[config.mk]
export PLATFORM = sky130hd
export DESIGN_NAME = uart_irq_status
export DESIGN_NICKNAME = d
export VERILOG_FILES = /design/src/rtl/uart_irq_pkg.sv /design/src/rtl/uart_irq_cts_sync.sv /design/src/rtl/uart_irq_rx_timeout.sv /design/src/rtl/uart_irq_err_flags.sv /design/src/rtl/uart_irq_bank.sv /design/src/rtl/uart_irq_status.sv
export SDC_FILE = /design/constraint.sdc
export NUM_CORES = 1
export LEC_CHECK = 0
export CORE_MARGIN = 2
export CORE_UTILIZATION = 30
export CTS_CLUSTER_DIAMETER = 80
export DETAILED_ROUTE_END_ITERATION = 6
export PLACE_DENSITY = 0.81
export RECOVER_POWER = 100
export SLEW_MARGIN = 10
export SYNTH_ARGS = -nofsm -noshare
export SYNTH_HDL_FRONTEND = slang
export SYNTH_SLANG_ARGS = --single-unit
[constraint.sdc]
create_clock -name clk_i -period 1.1 [get_ports clk_i]
set_input_delay 0.165 -clock clk_i [delete_from_list [all_inputs] [get_ports clk_i]]
set_output_delay 0.165 -clock clk_i [all_outputs]
set_load 0.01 [all_outputs]
[src/rtl/uart_irq_pkg.sv]
package uart_irq_pkg;

  // source index order inside the unit: 0 cts change, 1 rx, 2 tx, 3 rx timeout
  localparam int NSRC = 4;

  localparam int OVR_BIT  = 19;
  localparam int BRK_BIT  = 18;
  localparam int PAR_BIT  = 17;
  localparam int FRM_BIT  = 16;
  localparam int EMPTY_BIT = 24;
  localparam int CTSLVL_BIT = 28;

  function automatic int en_pos(input int idx);
    case (idx)
      0:       return 17;
      1:       return 20;
      2:       return 21;
      default: return 22;
    endcase
  endfunction

  function automatic int st_pos(input int idx);
    case (idx)
      0:       return 1;
      1:       return 4;
      2:       return 5;
      default: return 6;
    endcase
  endfunction

  // pick the enable field out of a bus word
  function automatic logic [NSRC-1:0] en_field(input logic [31:0] w);
    logic [NSRC-1:0] r;
    for (int i = 0; i < NSRC; i++) r[i] = w[en_pos(i)];
    return r;
  endfunction

  function automatic logic [NSRC-1:0] st_field(input logic [31:0] w);
    logic [NSRC-1:0] r;
    for (int i = 0; i < NSRC; i++) r[i] = w[st_pos(i)];
    return r;
  endfunction

  function automatic logic [31:0] intr_view(input logic [NSRC-1:0] en,
                                            input logic [NSRC-1:0] st);
    logic [31:0] v;
    v = '0;
    for (int i = 0; i < NSRC; i++) begin
      v[en_pos(i)] = en[i];
      v[st_pos(i)] = st[i];
    end
    return v;
  endfunction

  function automatic logic pending(input logic [NSRC-1:0] en,
                                   input logic [NSRC-1:0] st);
    return |(en & st);
  endfunction

  // one-hot0 {brk,par,frm}: break outranks parity, parity outranks framing
  function automatic logic [2:0] rank_err(input logic brk, input logic par,
                                          input logic frm);
    if (brk)      return 3'b100;
    else if (par) return 3'b010;
    else if (frm) return 3'b001;
    else          return 3'b000;
  endfunction

  // flags ordered {ovr,brk,par,frm}
  function automatic logic [3:0] flags_next(input logic [3:0] cur,
                                            input logic [3:0] clr,
                                            input logic [3:0] set);
    return (cur & ~clr) | set;
  endfunction

  function automatic logic [31:0] stat_view(input logic cts_lvl,
                                            input logic empty,
                                            input logic [3:0] flags);
    logic [31:0] v;
    v = '0;
    v[CTSLVL_BIT] = cts_lvl;
    v[EMPTY_BIT]  = empty;
    v[OVR_BIT:FRM_BIT] = flags;
    return v;
  endfunction

endpackage

[src/rtl/uart_irq_cts_sync.sv]
module uart_irq_cts_sync #(
  parameter int STAGES = 2
) (
  input  logic clk_i,
  input  logic rst_ni,
  input  logic pin_i,
  output logic lvl_o,
  output logic chg_o
);
  logic [STAGES-1:0] sync_q;
  logic              last_q;

  always_ff @(posedge clk_i or negedge rst_ni) begin
    if (!rst_ni) begin
      sync_q <= '0;
      last_q <= 1'b0;
    end else begin
      sync_q <= {sync_q[STAGES-2:0], pin_i};
      last_q <= sync_q[STAGES-1];
    end
  end

  assign lvl_o = sync_q[STAGES-1];
  assign chg_o = sync_q[STAGES-1] ^ last_q;


  cts_follow_chk: assert property (@(posedge clk_i) disable iff (!rst_ni)
    chg_o |=> (last_q == $past(lvl_o)));

endmodule

[src/rtl/uart_irq_rx_timeout.sv]
module uart_irq_rx_timeout #(
  parameter int TO_BITS = 32,
  localparam int CNT_W  = $clog2(TO_BITS + 1)
) (
  input  logic clk_i,
  input  logic rst_ni,
  input  logic bit_tick_i,
  input  logic push_i,
  input  logic empty_i,
  output logic fire_o
);
  logic [CNT_W-1:0] cnt_q;
  logic             restart;
  logic             counting;

  assign restart  = push_i | empty_i;
  assign counting = bit_tick_i & (cnt_q < CNT_W'(TO_BITS));
  assign fire_o   = bit_tick_i & ~restart & (cnt_q == CNT_W'(TO_BITS - 1));

  always_ff @(posedge clk_i or negedge rst_ni) begin
    if (!rst_ni)       cnt_q <= '0;
    else if (restart)  cnt_q <= '0;
    else if (counting) cnt_q <= cnt_q + 1'b1;
  end


  to_cap_chk: assert property (@(posedge clk_i) disable iff (!rst_ni)
    cnt_q <= CNT_W'(TO_BITS));


  to_once_chk: assert property (@(posedge clk_i) disable iff (!rst_ni)
    fire_o |=> !fire_o);


  to_restart_chk: assert property (@(posedge clk_i) disable iff (!rst_ni)
    push_i |=> (cnt_q == '0));

endmodule

[src/rtl/uart_irq_err_flags.sv]
module uart_irq_err_flags
  import uart_irq_pkg::*;
(
  input  logic       clk_i,
  input  logic       rst_ni,
  input  logic       push_i,
  input  logic       brk_i,
  input  logic       par_i,
  input  logic       frm_i,
  input  logic       ovr_i,
  input  logic       clr_i,
  input  logic [3:0] clr_mask_i,
  output logic [3:0] flags_o
);
  logic [3:0] flags_q;
  logic [3:0] set_vec;
  logic [3:0] clr_vec;

  assign set_vec = {ovr_i, push_i ? rank_err(brk_i, par_i, frm_i) : 3'b000};
  assign clr_vec = clr_i ? clr_mask_i : 4'b0000;

  always_ff @(posedge clk_i or negedge rst_ni) begin
    if (!rst_ni) flags_q <= '0;
    else         flags_q <= flags_next(flags_q, clr_vec, set_vec);
  end

  assign flags_o = flags_q;


  brk_wins_chk: assert property (@(posedge clk_i) disable iff (!rst_ni)
    (push_i && brk_i && !flags_q[1] && !flags_q[0]) |=> (flags_q[2] && !flags_q[1] && !flags_q[0]));


  ovr_set_chk: assert property (@(posedge clk_i) disable iff (!rst_ni)
    ovr_i |=> flags_q[3]);


  ovr_clear_chk: assert property (@(posedge clk_i) disable iff (!rst_ni)
    (clr_i && clr_mask_i[3] && !ovr_i) |=> !flags_q[3]);

endmodule

[src/rtl/uart_irq_bank.sv]
module uart_irq_bank
  import uart_irq_pkg::*;
(
  input  logic            clk_i,
  input  logic            rst_ni,
  input  logic            wr_i,
  input  logic            clr_i,
  input  logic [NSRC-1:0] wr_en_i,
  input  logic [NSRC-1:0] wr_st_i,
  input  logic [NSRC-1:0] evt_i,
  output logic [NSRC-1:0] en_o,
  output logic [NSRC-1:0] st_o,
  output logic            irq_o
);
  for (genvar i = 0; i < NSRC; i++) begin : g_src
    logic en_q, st_q;
    logic en_d, st_d;

    always_comb begin
      en_d = en_q;
      st_d = st_q;
      if (wr_i) begin
        en_d = wr_en_i[i];
        st_d = wr_st_i[i];
      end
      if (clr_i) begin
        if (wr_en_i[i]) en_d = 1'b0;
        if (wr_st_i[i]) st_d = 1'b0;
      end
      if (evt_i[i]) st_d = 1'b1;
    end

    always_ff @(posedge clk_i or negedge rst_ni) begin
      if (!rst_ni) begin
        en_q <= 1'b0;
        st_q <= 1'b0;
      end else begin
        en_q <= en_d;
        st_q <= st_d;
      end
    end

    assign en_o[i] = en_q;
    assign st_o[i] = st_q;


    evt_set_chk: assert property (@(posedge clk_i) disable iff (!rst_ni)
      evt_i[i] |=> st_q);


    clr_st_chk: assert property (@(posedge clk_i) disable iff (!rst_ni)
      (clr_i && wr_st_i[i] && !evt_i[i]) |=> !st_q);


    clr_en_chk: assert property (@(posedge clk_i) disable iff (!rst_ni)
      (clr_i && wr_en_i[i]) |=> !en_q);
  end

  assign irq_o = pending(en_o, st_o);

endmodule

[src/rtl/uart_irq_status.sv]
module uart_irq_status
  import uart_irq_pkg::*;
#(
  parameter int TO_BITS    = 32,
  parameter int CTS_STAGES = 2
) (
  input  logic        clk_i,
  input  logic        rst_ni,
  input  logic [31:0] wdata_i,
  input  logic        intr_wr_i,
  input  logic        intr_clr_i,
  input  logic        stat_wr_i,
  input  logic        rx_push_i,
  input  logic        rx_brk_i,
  input  logic        rx_par_i,
  input  logic        rx_frm_i,
  input  logic        rx_ovr_i,
  input  logic        rx_empty_i,
  input  logic        tx_space_i,
  input  logic        bit_tick_i,
  input  logic        cts_pin_i,
  output logic [31:0] intr_rdata_o,
  output logic [31:0] stat_rdata_o,
  output logic        irq_o
);
  logic            cts_lvl;
  logic            cts_chg;
  logic            rto_fire;
  logic [NSRC-1:0] evt_vec;
  logic [NSRC-1:0] en_vec;
  logic [NSRC-1:0] st_vec;
  logic [3:0]      err_flags;
  logic            empty_q;
  logic            unused_wdata;

  assign unused_wdata = ^{wdata_i[31:23], wdata_i[15:7], wdata_i[3:2], wdata_i[0]};

  uart_irq_cts_sync #(.STAGES(CTS_STAGES)) u_cts (
    .clk_i  (clk_i),
    .rst_ni (rst_ni),
    .pin_i  (cts_pin_i),
    .lvl_o  (cts_lvl),
    .chg_o  (cts_chg)
  );

  uart_irq_rx_timeout #(.TO_BITS(TO_BITS)) u_rto (
    .clk_i      (clk_i),
    .rst_ni     (rst_ni),
    .bit_tick_i (bit_tick_i),
    .push_i     (rx_push_i),
    .empty_i    (rx_empty_i),
    .fire_o     (rto_fire)
  );

  assign evt_vec = {rto_fire, tx_space_i, rx_push_i, cts_chg};

  uart_irq_bank u_bank (
    .clk_i   (clk_i),
    .rst_ni  (rst_ni),
    .wr_i    (intr_wr_i),
    .clr_i   (intr_clr_i),
    .wr_en_i (en_field(wdata_i)),
    .wr_st_i (st_field(wdata_i)),
    .evt_i   (evt_vec),
    .en_o    (en_vec),
    .st_o    (st_vec),
    .irq_o   (irq_o)
  );

  uart_irq_err_flags u_err (
    .clk_i      (clk_i),
    .rst_ni     (rst_ni),
    .push_i     (rx_push_i),
    .brk_i      (rx_brk_i),
    .par_i      (rx_par_i),
    .frm_i      (rx_frm_i),
    .ovr_i      (rx_ovr_i),
    .clr_i      (stat_wr_i),
    .clr_mask_i (wdata_i[OVR_BIT:FRM_BIT]),
    .flags_o    (err_flags)
  );

  always_ff @(posedge clk_i or negedge rst_ni) begin
    if (!rst_ni) empty_q <= 1'b1;
    else         empty_q <= rx_empty_i;
  end

  assign intr_rdata_o = intr_view(en_vec, st_vec);
  assign stat_rdata_o = stat_view(cts_lvl, empty_q, err_flags);


  cts_to_intr_chk: assert property (@(posedge clk_i) disable iff (!rst_ni)
    cts_chg |=> intr_rdata_o[1]);


  rto_to_intr_chk: assert property (@(posedge clk_i) disable iff (!rst_ni)
    rto_fire |=> intr_rdata_o[6]);


  irq_low_chk: assert property (@(posedge clk_i) disable iff (!rst_ni)
    (intr_rdata_o[6:0] == 7'd0) |-> !irq_o);

endmodule

---- Word-level counts from Yosys, hierarchy flattened ----
Index checks and enable logic that the tools add are counted.
word-level totals
  bits in registers ....................... 22
  RAM bits ................................ 0
  bits in latches ......................... 0
  bits in read-only memories .............. 0
  bits of input ports ..................... 46
  memories kept ........................... 0
cells by class
  reductions and logical operators ........ 2
  $mul .................................... 0
  shift operators ......................... 0
  $add $sub $neg .......................... 1
  div/mod/pow operators ................... 0
  magnitude comparators ................... 1
  bitwise operators ....................... 10
  mux-type cells .......................... 35
  eq/ne operators ......................... 1
operators by type and width
  cell                 count
  $mux 1               29
  $mux 6               2
  $mux 3               3
  $and 4x4->4          2
  $add 6x1->6 const B  1
  $eq 6x5->1 const B   1
  $lt 6x6->1 const B   1
  $mux 4               1
  $not 4->4            1
  $or 4x4->4           1
  $reduce_or 4->1      1
  $and 1x1->1          3
  $reduce_bool 2->1    1
  $not 1->1            1
  $or 1x1->1           1
  $xor 1x1->1          1

---- Logic depth before layout (Yosys ltp) ----
  word-level depth ........................ 5
  mapped depth ............................ 4
  mapped depth without buffers ............ 4

---- Modules after synthesis ----
From an unflattened synthesis, not the netlist that was laid out.
second synthesis, totals
  cell total of the unflattened synthesis .. 147
  area total of the unflattened synthesis .. 1427.6 µm²
by module, submodules not included
  module               area each (µm²)  sequential area each (µm²)  instances  cells each
  uart_irq_bank        450.4            200.2                       1          44
  uart_irq_status      420.4            26.3                        1          54
  uart_irq_rx_timeout  302.8            150.1                       1          31
  uart_irq_err_flags   170.2            100.1                       1          14
  uart_irq_cts_sync    83.8             75.1                        1          4

---- Worst setup path after synthesis ----
OpenSTA, ideal clock, no wires.
  path type ............................... reg-to-reg
  start point ............................. reg u_rto.cnt_q[0]
  end point ............................... reg u_rto.cnt_q[4]
  arrival ................................. 1.066 ns
  slack ................................... -0.043 ns
  stages on the path, launching flop included .. 5
  cell sequence ........................... dfrtp_1 -> ha_1 -> nand4b_1 -> or3_1 -> a21oi_1
on the way
  cells in the longest elaborated chain, start to end .. 3
  elaborated cells between the ends (all ways) .. 6
RTL lines
  item                                         RTL line                                              text
  start: declaration                           uart_irq_rx_timeout.sv:12                             logic [CNT_W-1:0] cnt_q;
  start signal: assignment                     uart_irq_rx_timeout.sv:23                             else if (counting) cnt_q <= cnt_q + 1'b1;
  $add 6x1->6 or $lt 6x6->1 (tied branches)    uart_irq_rx_timeout.sv:23, uart_irq_rx_timeout.sv:17
  $mux 6 or $and 1x1->1 (tied branches)        uart_irq_rx_timeout.sv:23, uart_irq_rx_timeout.sv:17
  $mux 6 or $reduce_bool 2->1 (tied branches)  n/a
Parallel ways exist; a longest one is shown, timed or not. The select of a mux whose other input is x is not followed.
A chain may end at the register's enable or synchronous reset.

---- Worst setup path after layout ----
Ends and elaborated chain as after synthesis.

==> flow_summary.toml <==
[outcome]
status = "finished, violations left"
violations = "setup timing"

[timing]
maxSlewViolCount = 0
slew_headroom_pct = 64.8
rsz0062_at_grt = "yes"
whs_ns = 0.345
timing.final.crit_period_ns = 1.20
min_period_over_period_pct = 109
max_freq_ghz = 0.834
finalSetupViolations = 6
worst_pin_slew_ns = 0.528
hold_viol = 0
setup_ws_ns = -0.0984
fin_skew_ns = 0.00461

[logic_synthesis]
synth_top_family_by_area = "buffers and inverters"
synth_top_area_share_pct = 37.3
synth_compound_area_share_pct = 10.5
ys_warn_count = 0
synth.area.top_cells = "dfrtp_1, buf_4, o21ai_0"
async_flop_share_pct = 100
yosysTopAreaCell = "dfrtp_1"
yosysUniqueCellTypes = 28
syn-cell-area_um2 = 1410
syn_area_per_cell_um2 = 9.20
syn_inst = 153
synth_ff_type = "dfrtp_1"
synth_edf_count = 0
synthXorXnorAreaFrac_pct = 1.87
seq_area_frac_synth_pct = 39.2
synthAdderAreaFrac_pct = 0.889
synth_mux_area_share_pct = 2.84
yosys.area_share.simple_pct = 10.2
ys_ff_latch = 22

[worst_hold_path]
hp-start = "u_cts.sync_q[0]"
min_path_cells = 0
hold_path_class = "register to register"
min_to = "u_cts.sync_q[1]"

[setup_path]
slowest_delay_ns = 0.36
critical_path_class = "register to register"
arrival_ns = 1.38
cp_cell_sequence = "ha_2 -> nand4b_1 -> or3_1 -> a21oi_2"
start_kind = "register"
r2r_end = "u_rto.cnt_q[4]"
timing.rr.start = "u_rto.cnt_q[0]"
crit_family = "simple AND/OR/NAND/NOR gates"
required_ns = 1.29
endpoint_kind = "register"
r2r_setup_slack_ns = -0.1
reg2reg_depth = 4
crit_path_max_fanout = 2
path_buf_inv = 0
cp_slowest_cell = "dfrtp_1"
cp_num_cells = 4

[floorplan]
die_w_um = 72.5
ioPinCount = 111
core_area_um2 = 4440
dieArea_um2 = 5260
start_util_pct = 31.7
num_rows = 24
dieHeight_um = 72.5

[clock_network]
cts-root-buf = "clkbuf_8"
clock_latency_ns = 0.25
cts_max_path_buffers = 2
cts-buffers-inserted = 3
hold_buffers = 0
htreeDepth = 1
cts_setup_buffers = 0
cts.sinks = 22
cts_tree = "built"
clk_pin_slew_ns = 0.08

[global_route]
grtUsageMet2_pct = 17.1
track_usage_pct = 9.46
grt_pass1_vias = 903
gr-max-usage-layer = "met2"
antenna_found_initial = 0
met3_usage_pct = 2.36
grt_overflow = 0
grt.met1_usage_pct = 11.9
grt_first_pass_wirelength_mm = 3.97
grt_max_degree = 23

[final_layout]
fillers = 429
utilization_pct = 40.2
areaGrowthSynthToFinish_pct = 27.0
layout_commonest_cell = "conb_1"
drive_gt1_share_pct = 18.7
final_area_um2 = 1790
diodes = 0
nets = 251
most-common-layout-cells = "conb_1, dfrtp_1, clkdlybuf4s50_1"

[detailed_routing]
wl_per_cell_um = 9.87
antenna_left = 0
dr.pass1.iters = 5
num_vias = 985
initialDrtViolationCount = 11
post-route-drc-count = 0
vias_per_cell = 3.86
wirelength_mm = 2.52

[placed_design]
finalWeightedCongestion = 0.749
hpwl_mm = 2.13
place_area_um2 = 1750
dpl_worst_slack_ns = -0.269
port_buffers = 39

[pwr]
power_density_nw_per_um2 = 1050
ir_drop_uv = 452
total_power_mw = 1.88
leakage_nw = 0.867

[flow_run]
maxCapViolCount = 0
==> registers in the layout, indices dropped and copies added, names as in the netlist <==
| name | flops |
|---|---|
| empty_q | 1 |
| u_err.flags_o | 4 |
| u_bank.g_src.st_q | 4 |
| u_cts.sync_q | 2 |
| u_bank.g_src.en_q | 4 |
| u_rto.cnt_q | 6 |
| u_cts.last_q | 1 |
==> power by group <==
group | total [mW] | internal (mW) | switching, mW | leakage (nW)
Combinational | 0.482 | 0.244 | 0.238 | 0.576
Sequential | 0.892 | 0.862 | 0.0303 | 0.268
Clock | 0.503 | 0.257 | 0.246 | 0.0228
Total | 1.88 | 1.36 | 0.514 | 0.867
==> area by class of cell <==
class | count | area, µm² | area share [%]
multi-input cells | 112 | 578 | 32.3
flip-flops and latches | 22 | 552 | 30.9
repair buffers | 59 | 526 | 29.4
well taps | 52 | 65.1 | 3.64
clock buffers | 4 | 45.0 | 2.52
inverters | 6 | 22.5 | 1.26
==> synthesized netlist by cell type, types with 2 or more instances <==
cell / instances
buf_4: 60
mux2i_1: 4
or2_2: 2
a22o_1: 2
inv_1: 6
a21oi_1: 8
a22oi_1: 2
o21ai_0: 10
nand2b_1: 2
nor2_1: 4
nand2_1: 12
xnor2_1: 2
or3_1: 2
dfrtp_1: 21
nand3_1: 3
==> how the worst max path moves through the flow <==
stage,start,end,slack (ns)
floorplan,u_rto.cnt_q[0],u_rto.cnt_q[4],-0.03
global placement,bit_tick_i,u_rto.cnt_q[4],-0.23
detailed placement,bit_tick_i,u_rto.cnt_q[4],-0.27
CTS,u_rto.cnt_q[1],u_rto.cnt_q[4],-0.10
global route,u_rto.cnt_q[0],u_rto.cnt_q[4],-0.18
finish,u_rto.cnt_q[0],u_rto.cnt_q[4],-0.1
==> what timing repair did <==
| item | in CTS | in global routing |
|---|---|---|
| gates resized for setup | 49 | 19 |
| cloned | 0 | 0 |
| pin swaps | 2 | 4 |
| setup endpoints to repair | 18 | 15 |
==> logic make-up (layout without fill, tap and decap cells) <==
family	after synthesis	in the layout
adder cells (fa/ha/maj)	1	1
other	1	50
buffers and inverters	68	69
XOR/XNOR	3	3
flip-flops	22	22
AND/OR/NAND/NOR	29	29
multiplexers	4	4
AO/OA/AOI/OAI	25	25
==> metal layers <==
metal	vias to the layer above	share of wire, %
li1	487	-
met1	448	39
met5	-	0
met4	0	0
met2	50	52
met3	0	8.6
==> metrics by stage <==
step,cells,setup TNS (ns)
2_1_floorplan,202,-0.0285
3_3_place_gp,251,-2.37
3_5_place_dp,251,-2.77
4_1_cts,255,-0.214
5_1_grt,255,-1.01
6_report,255,-0.290
(Power assumes the default switching activity.)
